File: src/rtl/ir_pkg.sv
package ir_pkg;

    // Delivery mode codes; the agents decode this field.
    typedef enum logic [2:0] {
        DM_FIXED  = 3'b000,
        DM_LOWPRI = 3'b001,
        DM_SMI    = 3'b010,
        DM_NMI    = 3'b100,
        DM_INIT   = 3'b101,
        DM_START  = 3'b110,
        DM_EXTERN = 3'b111
    } dmode_e;

    // Destination shorthand codes.
    typedef enum logic [1:0] {
        SH_DEST   = 2'd0,
        SH_SELF   = 2'd1,
        SH_ALL    = 2'd2,
        SH_OTHERS = 2'd3
    } shorthand_e;

endpackage

File: src/rtl/ir_dest_decode.sv
// Turns the addressing fields of one message into either a direct
// delivery set or a candidate set for lowest-priority arbitration.
module ir_dest_decode
    import ir_pkg::*;
#(
    parameter int N_AGENTS = 4,
    parameter int ID_W     = 8,
    parameter int SRC_W    = 2
) (
    input  logic [ID_W-1:0]          msg_dest,
    input  logic [2:0]               msg_mode,
    input  logic                     msg_logical,
    input  logic                     msg_level,
    input  logic                     msg_assert,
    input  logic [1:0]               msg_short,
    input  logic [SRC_W-1:0]         msg_src,
    input  logic [N_AGENTS*ID_W-1:0] agent_id,
    input  logic [N_AGENTS-1:0]      agent_match,
    output logic [N_AGENTS-1:0]      direct_mask,
    output logic [N_AGENTS-1:0]      cand_mask,
    output logic                     need_arb,
    output logic                     silent_drop,
    output logic [N_AGENTS-1:0]      self_mask
);

    localparam logic [N_AGENTS-1:0] ONE_HOT0 = {{(N_AGENTS-1){1'b0}}, 1'b1};
    localparam logic [N_AGENTS-1:0] ALL_MASK = '1;
    localparam logic [ID_W-1:0]     BCAST_ID = '1;

    logic [N_AGENTS-1:0] id_eq;
    logic [N_AGENTS-1:0] phys_hit;
    logic                is_lowpri;
    logic                init_deassert;

    // Per-agent physical ID compare.
    for (genvar g = 0; g < N_AGENTS; g++) begin : g_id_cmp
        assign id_eq[g] = (agent_id[g*ID_W +: ID_W] == msg_dest);
    end

    // Keep only the lowest-indexed ID hit: a physical address names one agent.
    always_comb begin
        phys_hit = '0;
        for (int i = N_AGENTS - 1; i >= 0; i--) begin
            if (id_eq[i]) begin
                phys_hit = ONE_HOT0 << i;
            end
        end
    end

    assign self_mask     = ONE_HOT0 << msg_src;
    assign is_lowpri     = (msg_mode == DM_LOWPRI);
    assign init_deassert = (msg_mode == DM_INIT) && msg_level && !msg_assert;

    always_comb begin
        direct_mask = '0;
        cand_mask   = '0;
        need_arb    = 1'b0;
        silent_drop = 1'b0;
        if (init_deassert) begin
            silent_drop = 1'b1;
        end else begin
            unique case (shorthand_e'(msg_short))
                SH_SELF: begin
                    direct_mask = self_mask;
                end
                SH_ALL: begin
                    if (is_lowpri) begin
                        cand_mask = ALL_MASK;
                        need_arb  = 1'b1;
                    end else begin
                        direct_mask = ALL_MASK;
                    end
                end
                SH_OTHERS: begin
                    if (is_lowpri) begin
                        cand_mask = ALL_MASK & ~self_mask;
                        need_arb  = 1'b1;
                    end else begin
                        direct_mask = ALL_MASK & ~self_mask;
                    end
                end
                default: begin
                    if (!msg_logical) begin
                        // Lowest priority has no meaning for a physical ID.
                        if (!is_lowpri) begin
                            direct_mask = (msg_dest == BCAST_ID) ? ALL_MASK : phys_hit;
                        end
                    end else if (msg_dest != '0) begin
                        if (is_lowpri) begin
                            cand_mask = agent_match;
                            need_arb  = 1'b1;
                        end else begin
                            direct_mask = agent_match;
                        end
                    end
                end
            endcase
        end
    end

    // a discarded message never produces a target set
    always_comb begin
        a_r11_drop_no_target: assert (!silent_drop || (direct_mask == '0 && cand_mask == '0));
    end

endmodule

File: src/rtl/ir_lowpri_pick.sv
// Lowest-priority selection: focused candidate first, then the
// candidate with the smallest arbitration priority (lowest index on ties).
module ir_lowpri_pick #(
    parameter int N_AGENTS = 4,
    parameter int PRIO_W   = 8
) (
    input  logic [N_AGENTS-1:0]        cand,
    input  logic [N_AGENTS-1:0]        focus,
    input  logic [N_AGENTS*PRIO_W-1:0] prio,
    output logic [N_AGENTS-1:0]        pick
);

    localparam int SRC_W = (N_AGENTS > 1) ? $clog2(N_AGENTS) : 1;
    localparam logic [N_AGENTS-1:0] ONE_HOT0 = {{(N_AGENTS-1){1'b0}}, 1'b1};

    logic [N_AGENTS-1:0] focus_cand;
    logic [N_AGENTS-1:0] focus_pick;
    logic [PRIO_W-1:0]   best_prio;
    logic [SRC_W-1:0]    best_idx;
    logic                have_best;

    assign focus_cand = cand & focus;

    // Lowest-indexed focused candidate.
    always_comb begin
        focus_pick = '0;
        for (int i = N_AGENTS - 1; i >= 0; i--) begin
            if (focus_cand[i]) begin
                focus_pick = ONE_HOT0 << i;
            end
        end
    end

    // Linear minimum search; strict compare keeps the lower index on ties.
    always_comb begin
        best_prio = '1;
        best_idx  = '0;
        have_best = 1'b0;
        for (int i = 0; i < N_AGENTS; i++) begin
            if (cand[i] && (!have_best || prio[i*PRIO_W +: PRIO_W] < best_prio)) begin
                best_prio = prio[i*PRIO_W +: PRIO_W];
                best_idx  = SRC_W'(i);
                have_best = 1'b1;
            end
        end
    end

    always_comb begin
        if (focus_cand != '0) begin
            pick = focus_pick;
        end else if (have_best) begin
            pick = ONE_HOT0 << best_idx;
        end else begin
            pick = '0;
        end
    end

    // the winner is always one of the candidates, and there is at most one
    always_comb begin
        a_r7_pick_in_cand: assert (((pick & ~cand) == '0) && $onehot0(pick));
    end

endmodule

File: src/rtl/ir_dest_router.sv
module ir_dest_router
    import ir_pkg::*;
#(
    parameter int N_AGENTS = 4,
    parameter int ID_W     = 8,
    parameter int VEC_W    = 8,
    parameter int PRIO_W   = 8,
    localparam int SRC_W   = (N_AGENTS > 1) ? $clog2(N_AGENTS) : 1
) (
    input  logic                       clk,
    input  logic                       rst_n,
    input  logic                       msg_valid,
    input  logic [VEC_W-1:0]           msg_vector,
    input  logic [ID_W-1:0]            msg_dest,
    input  logic [2:0]                 msg_mode,
    input  logic                       msg_logical,
    input  logic                       msg_level,
    input  logic                       msg_assert,
    input  logic [1:0]                 msg_short,
    input  logic [SRC_W-1:0]           msg_src,
    input  logic [N_AGENTS*ID_W-1:0]   agent_id,
    input  logic [N_AGENTS-1:0]        agent_match,
    input  logic [N_AGENTS*PRIO_W-1:0] agent_prio,
    input  logic [N_AGENTS-1:0]        agent_focus,
    output logic [N_AGENTS-1:0]        dlv_strobe,
    output logic [VEC_W-1:0]           dlv_vector,
    output logic [2:0]                 dlv_mode,
    output logic                       dlv_level,
    output logic                       rsp_valid,
    output logic                       rsp_accepted,
    output logic [N_AGENTS-1:0]        tx_err
);

    typedef struct packed {
        logic [N_AGENTS-1:0] strobe;
        logic [VEC_W-1:0]    vector;
        logic [2:0]          mode;
        logic                level;
        logic                valid;
        logic                accepted;
        logic [N_AGENTS-1:0] err;
    } out_state_t;

    out_state_t st_d, st_q;

    logic [N_AGENTS-1:0] direct_mask;
    logic [N_AGENTS-1:0] cand_mask;
    logic [N_AGENTS-1:0] self_mask;
    logic [N_AGENTS-1:0] arb_pick;
    logic                need_arb;
    logic                silent_drop;
    logic [N_AGENTS-1:0] target;
    logic                hit_any;

    ir_dest_decode #(
        .N_AGENTS (N_AGENTS),
        .ID_W     (ID_W),
        .SRC_W    (SRC_W)
    ) u_decode (
        .msg_dest    (msg_dest),
        .msg_mode    (msg_mode),
        .msg_logical (msg_logical),
        .msg_level   (msg_level),
        .msg_assert  (msg_assert),
        .msg_short   (msg_short),
        .msg_src     (msg_src),
        .agent_id    (agent_id),
        .agent_match (agent_match),
        .direct_mask (direct_mask),
        .cand_mask   (cand_mask),
        .need_arb    (need_arb),
        .silent_drop (silent_drop),
        .self_mask   (self_mask)
    );

    ir_lowpri_pick #(
        .N_AGENTS (N_AGENTS),
        .PRIO_W   (PRIO_W)
    ) u_pick (
        .cand  (cand_mask),
        .focus (agent_focus),
        .prio  (agent_prio),
        .pick  (arb_pick)
    );

    assign target  = direct_mask | (need_arb ? arb_pick : '0);
    assign hit_any = (target != '0);

    // Next-state computation.
    always_comb begin
        st_d = '0;
        if (msg_valid) begin
            st_d.strobe   = target;
            st_d.vector   = msg_vector;
            st_d.mode     = msg_mode;
            st_d.level    = msg_level;
            st_d.valid    = 1'b1;
            st_d.accepted = hit_any;
            st_d.err      = (!hit_any && !silent_drop) ? self_mask : '0;
        end
    end

    always_ff @(posedge clk) begin
        if (!rst_n) begin
            st_q <= '0;
        end else begin
            st_q <= st_d;
        end
    end

    assign dlv_strobe   = st_q.strobe;
    assign dlv_vector   = st_q.vector;
    assign dlv_mode     = st_q.mode;
    assign dlv_level    = st_q.level;
    assign rsp_valid    = st_q.valid;
    assign rsp_accepted = st_q.accepted;
    assign tx_err       = st_q.err;

    // every sampled message yields a response one cycle later
    a_r1_rsp_follows_valid: assert property (@(posedge clk) disable iff (!rst_n)
        msg_valid |=> rsp_valid);

    // idle cycles leave the outputs quiet
    a_r1_quiet_when_idle: assert property (@(posedge clk) disable iff (!rst_n)
        !msg_valid |=> (dlv_strobe == '0 && !rsp_valid && tx_err == '0));

    // accepted flag agrees with the strobes
    a_r2_accept_tracks_strobe: assert property (@(posedge clk) disable iff (!rst_n)
        rsp_valid |-> (rsp_accepted == (dlv_strobe != '0)));

    // lowest-priority delivery reaches at most one agent
    a_r6_lowpri_single: assert property (@(posedge clk) disable iff (!rst_n)
        (rsp_valid && dlv_mode == DM_LOWPRI) |-> $onehot0(dlv_strobe));

    // the error pulse is one-hot and only on a rejected message
    a_r10_err_on_reject: assert property (@(posedge clk) disable iff (!rst_n)
        (tx_err != '0) |-> (rsp_valid && !rsp_accepted && $onehot(tx_err)));

    // an INIT deassert produces neither strobe nor error
    a_r11_init_deassert_silent: assert property (@(posedge clk) disable iff (!rst_n)
        (msg_valid && msg_mode == DM_INIT && msg_level && !msg_assert)
            |=> (dlv_strobe == '0 && tx_err == '0 && rsp_valid));

endmodule

File: config.mk
export PLATFORM = sky130hd
export DESIGN_NAME = ir_dest_router
export DESIGN_NICKNAME = d
export VERILOG_FILES = /design/src/rtl/ir_pkg.sv /design/src/rtl/ir_dest_decode.sv /design/src/rtl/ir_lowpri_pick.sv /design/src/rtl/ir_dest_router.sv
export SDC_FILE = /design/constraint.sdc
export NUM_CORES = 1
export LEC_CHECK = 0
export ABC_AREA = 0
export BUFFER_PORTS_ARGS = -buffer_cell sky130_fd_sc_hd__buf_2
export CORE_MARGIN = 3
export CORE_UTILIZATION = 42
export DETAILED_ROUTE_END_ITERATION = 10
export GPL_TIMING_DRIVEN = 1
export PLACE_DENSITY = 0.78
export SETUP_SLACK_MARGIN = 0.05
export SYNTH_ARGS = -nofsm -noshare
export SYNTH_HDL_FRONTEND = slang
export SYNTH_SLANG_ARGS = --single-unit
File: constraint.sdc
create_clock -name clk -period 11.7 [get_ports clk]
set_input_delay 0.585 -clock clk [delete_from_list [all_inputs] [get_ports clk]]
set_output_delay 0.585 -clock clk [all_outputs]
set_load 0.02 [all_outputs]
==> impl_metrics.json <==
{
  "status": "complete, no violations",
  "switching_share_pct": 31.7,
  "antenna_cells": 0,
  "synth.most_common_cell": "nand2_1",
  "arrival_ps": 7640,
  "coreArea_um2": 5570,
  "die_w_um": 82.6,
  "fmaxAchievable_mhz": 134,
  "vias": 2796,
  "clock_sinks": 22,
  "p_leak_nw": 1.51,
  "post-dp-hpwl_um": 6350,
  "syn_area_um2": 2460,
  "fp-row-count": 27,
  "drcViolationCount": 0,
  "drtIter0Drc": 149,
  "die_y_um": 82.6,
  "rsz0062_at_grt": "no",
  "fin_ws_ps": 4250,
  "grtUsageMet2_pct": 37.0,
  "place_ws_ps": 4030,
  "holdCritStartpoint": "msg_vector[1]",
  "cts_setup_buffers": 0,
  "grt_max_degree": 17,
  "syn_nets": 435,
  "drt-wirelength-per-cell_um": 15.0,
  "seq_area_frac_synth_pct": 17.9,
  "cp.required_ps": 11880,
  "track_usage_pct": 20.4,
  "internal_power_uw": 166,
  "path_class": "in -> reg",
  "maxCapViolCount": 0,
  "antenna_left": 0,
  "initial_core_util_pct": 44.2,
  "postCtsHoldBufs": 0,
  "ys_async_sr_fraction_pct": 0,
  "final_layout_size_suffix_gt1_share_pct": 32.9,
  "ir_drop_mv": 0.0735,
  "first_global_vias": 2574,
  "worstMarginPinSlew_ps": 979,
  "final.period_utilization_pct": 63.7,
  "met1_usage_pct": 25.3,
  "vias_per_cell": 5.63,
  "antenna_found_initial": 0,
  "dr.pass1.iters": 4,
  "cp-start-kind": "input pin",
  "synth.area.top_cells": "dfxtp_1, ha_1, xnor2_1",
  "met3_usage_pct": 2.60,
  "synthFlopType": "dfxtp_1",
  "synthDominantCellAreaShare_pct": 17.9,
  "worstSetupEndpointType": "flop",
  "cts.clk_slew.worst_paths_ps": 70,
  "finalSetupViolCount": 0,
  "io-pin-count": 123,
  "fin_nets": 546,
  "grt_pass1_wl_um": 11100,
  "avgSynthCellArea_um2": 7.81,
  "synth_top_cell_by_area": "dfxtp_1",
  "portBuffers": 122,
  "area_delta_synth_final_pct": 27.9,
  "cts_tree": "done",
  "slew_headroom_pct": 34.0,
  "ys_warn_count": 0,
  "dieArea_um2": 6810,
  "cts_made_buffers": 3,
  "overflow": 0,
  "wl_um": 7450,
  "cts.path.max_buffers": 2,
  "synthDistinctLibCells": 65,
  "tns_ps": 0,
  "worst_setup_path_startpoint": "msg_dest[0]",
  "gp_congestion": 0.932,
  "cellPowerDensity_nw_per_um2": 77.4,
  "synth_edf_count": 0,
  "htreeDepth": 1,
  "seqPwrFrac_pct": 32.2,
  "p_clk_share_pct": 28.5,
  "slew_viol_final": 0,
  "worstPathMaxFanout": 16,
  "ys_seq_elements": 22,
  "combPwrFrac_pct": 39.3,
  "synthTopCellsByCount": "nand2_1, dfxtp_1, o21ai_0",
  "hold_path.class": "in -> reg",
  "clock-root-buffer": "clkbuf_8",
  "cts_resized": 0,
  "finalCriticalPeriod_ps": 7450,
  "hold_viol": 0,
  "grt-busiest-layer": "met2",
  "synthCells": 315,
  "switchingPower_uw": 77.3
}
==> layout by cell type (no fill, tap or decap), drive strengths merged, types with 3 or more instances in the layout <==
cell    instances
a211o           3
xnor2          17
or3             3
o21ai          20
buf           123
inv             7
a211oi          5
ha             19
a21oi          19
nor2           18
nand4           9
nand2b          4
and3           12
o21a           11
dfxtp          22
xor2           16
nand2          30
nor4           10
nand3           8
a2111o          3
o211ai          8
nor3            6
clkbuf          3
a21o            7
==> cell families (layout without fill, tap and decap cells) <==
| kind of cell | count (synthesis) | after routing | share of synthesized area [%] |
|---|---|---|---|
| XOR/XNOR | 33 | 33 | 11.7 |
| AO/OA/AOI/OAI | 100 | 100 | 29.4 |
| flip-flops | 22 | 22 | 17.9 |
| buffers and inverters | 24 | 134 | 4.83 |
| adder cells (fa/ha/maj) | 20 | 20 | 10.1 |
| AND/OR/NAND/NOR | 115 | 115 | 25.7 |
| multiplexers | 1 | 1 | 0.407 |
==> metrics by stage <==
stage / util, % / cells / hold slack [ps] / total power, mW / instance area [um2]
2_1_floorplan: - / 315 / 656 / 0.142 / 2460
3_3_place_gp: 55.2 / 493 / 823 / 0.172 / 3080
3_5_place_dp: 55.2 / 493 / 825 / 0.175 / 3080
4_1_cts: 56.5 / 497 / 550 / 0.244 / 3150
5_1_grt: 56.5 / 497 / 560 / 0.259 / 3150
6_report: 56.5 / 497 / 559 / 0.244 / 3150
==> state kept, by name (all words and copies together) (netlist names) <==
name,count
dlv_level,1
dlv_mode,3
dlv_strobe,4
dlv_vector,8
rsp_accepted,1
rsp_valid,1
tx_err,4
==> worst paths after layout <==
| path | slack, ps | cells past startpoint | to |
|---|---|---|---|
| worst min-delay path | 560 | 2 | dlv_vector[1] |
| worst max-delay path | 4250 | 28 | tx_err[2] |
==> cell type report <==
cell class / instances / area [um2]
sequential: 22 / 440
clock inverter: 1 / 30.0
timing repair buffer: 123 / 618
inverter: 7 / 26.3
fill: 547 / 2430
clock buffer: 3 / 41.3
tap: 72 / 90.1
multi-input combinational: 269 / 1900
==> power groups by stage <==
stage	Clock, mW	Combinational, mW	Sequential [mW]
after floorplan	0	0.0576	0.0842
after global placement	0	0.0924	0.0801
after detailed placement	0	0.0949	0.0803
after CTS	0.0704	0.0952	0.0785
after global routing	0.0736	0.106	0.0788
final	0.0694	0.0957	0.0785
==> routing by layer <==
layer / vias up / part of all wire [%]
met4: 0 / 1.3
li1: 1407 / -
met3: 14 / 7.2
met5: - / 0
met2: 121 / 50
met1: 1254 / 41
==> critical path, cell delays in order <==
cell and delay, ps:
buf_2 160, nor4_2 450, a21oi_1 150, o21ai_0 190, buf_4 210, nor2_1 70
ha_1 310, nand4_1 140, o311a_1 400, o21ai_0 770, o21ai_0 310, ha_1 360
a21o_1 160, a21oi_1 220, o21a_1 190, nand3_1 100, o32ai_2 770, nand2_1 120
o21a_1 140, ha_1 280, a21o_1 160, a21oi_1 130, o211ai_1 110, a21o_1 200
a211o_1 240, nor4_1 230, o32ai_1 200, nor4b_2 260
Note: power is estimated with default switching activity, not from simulation.
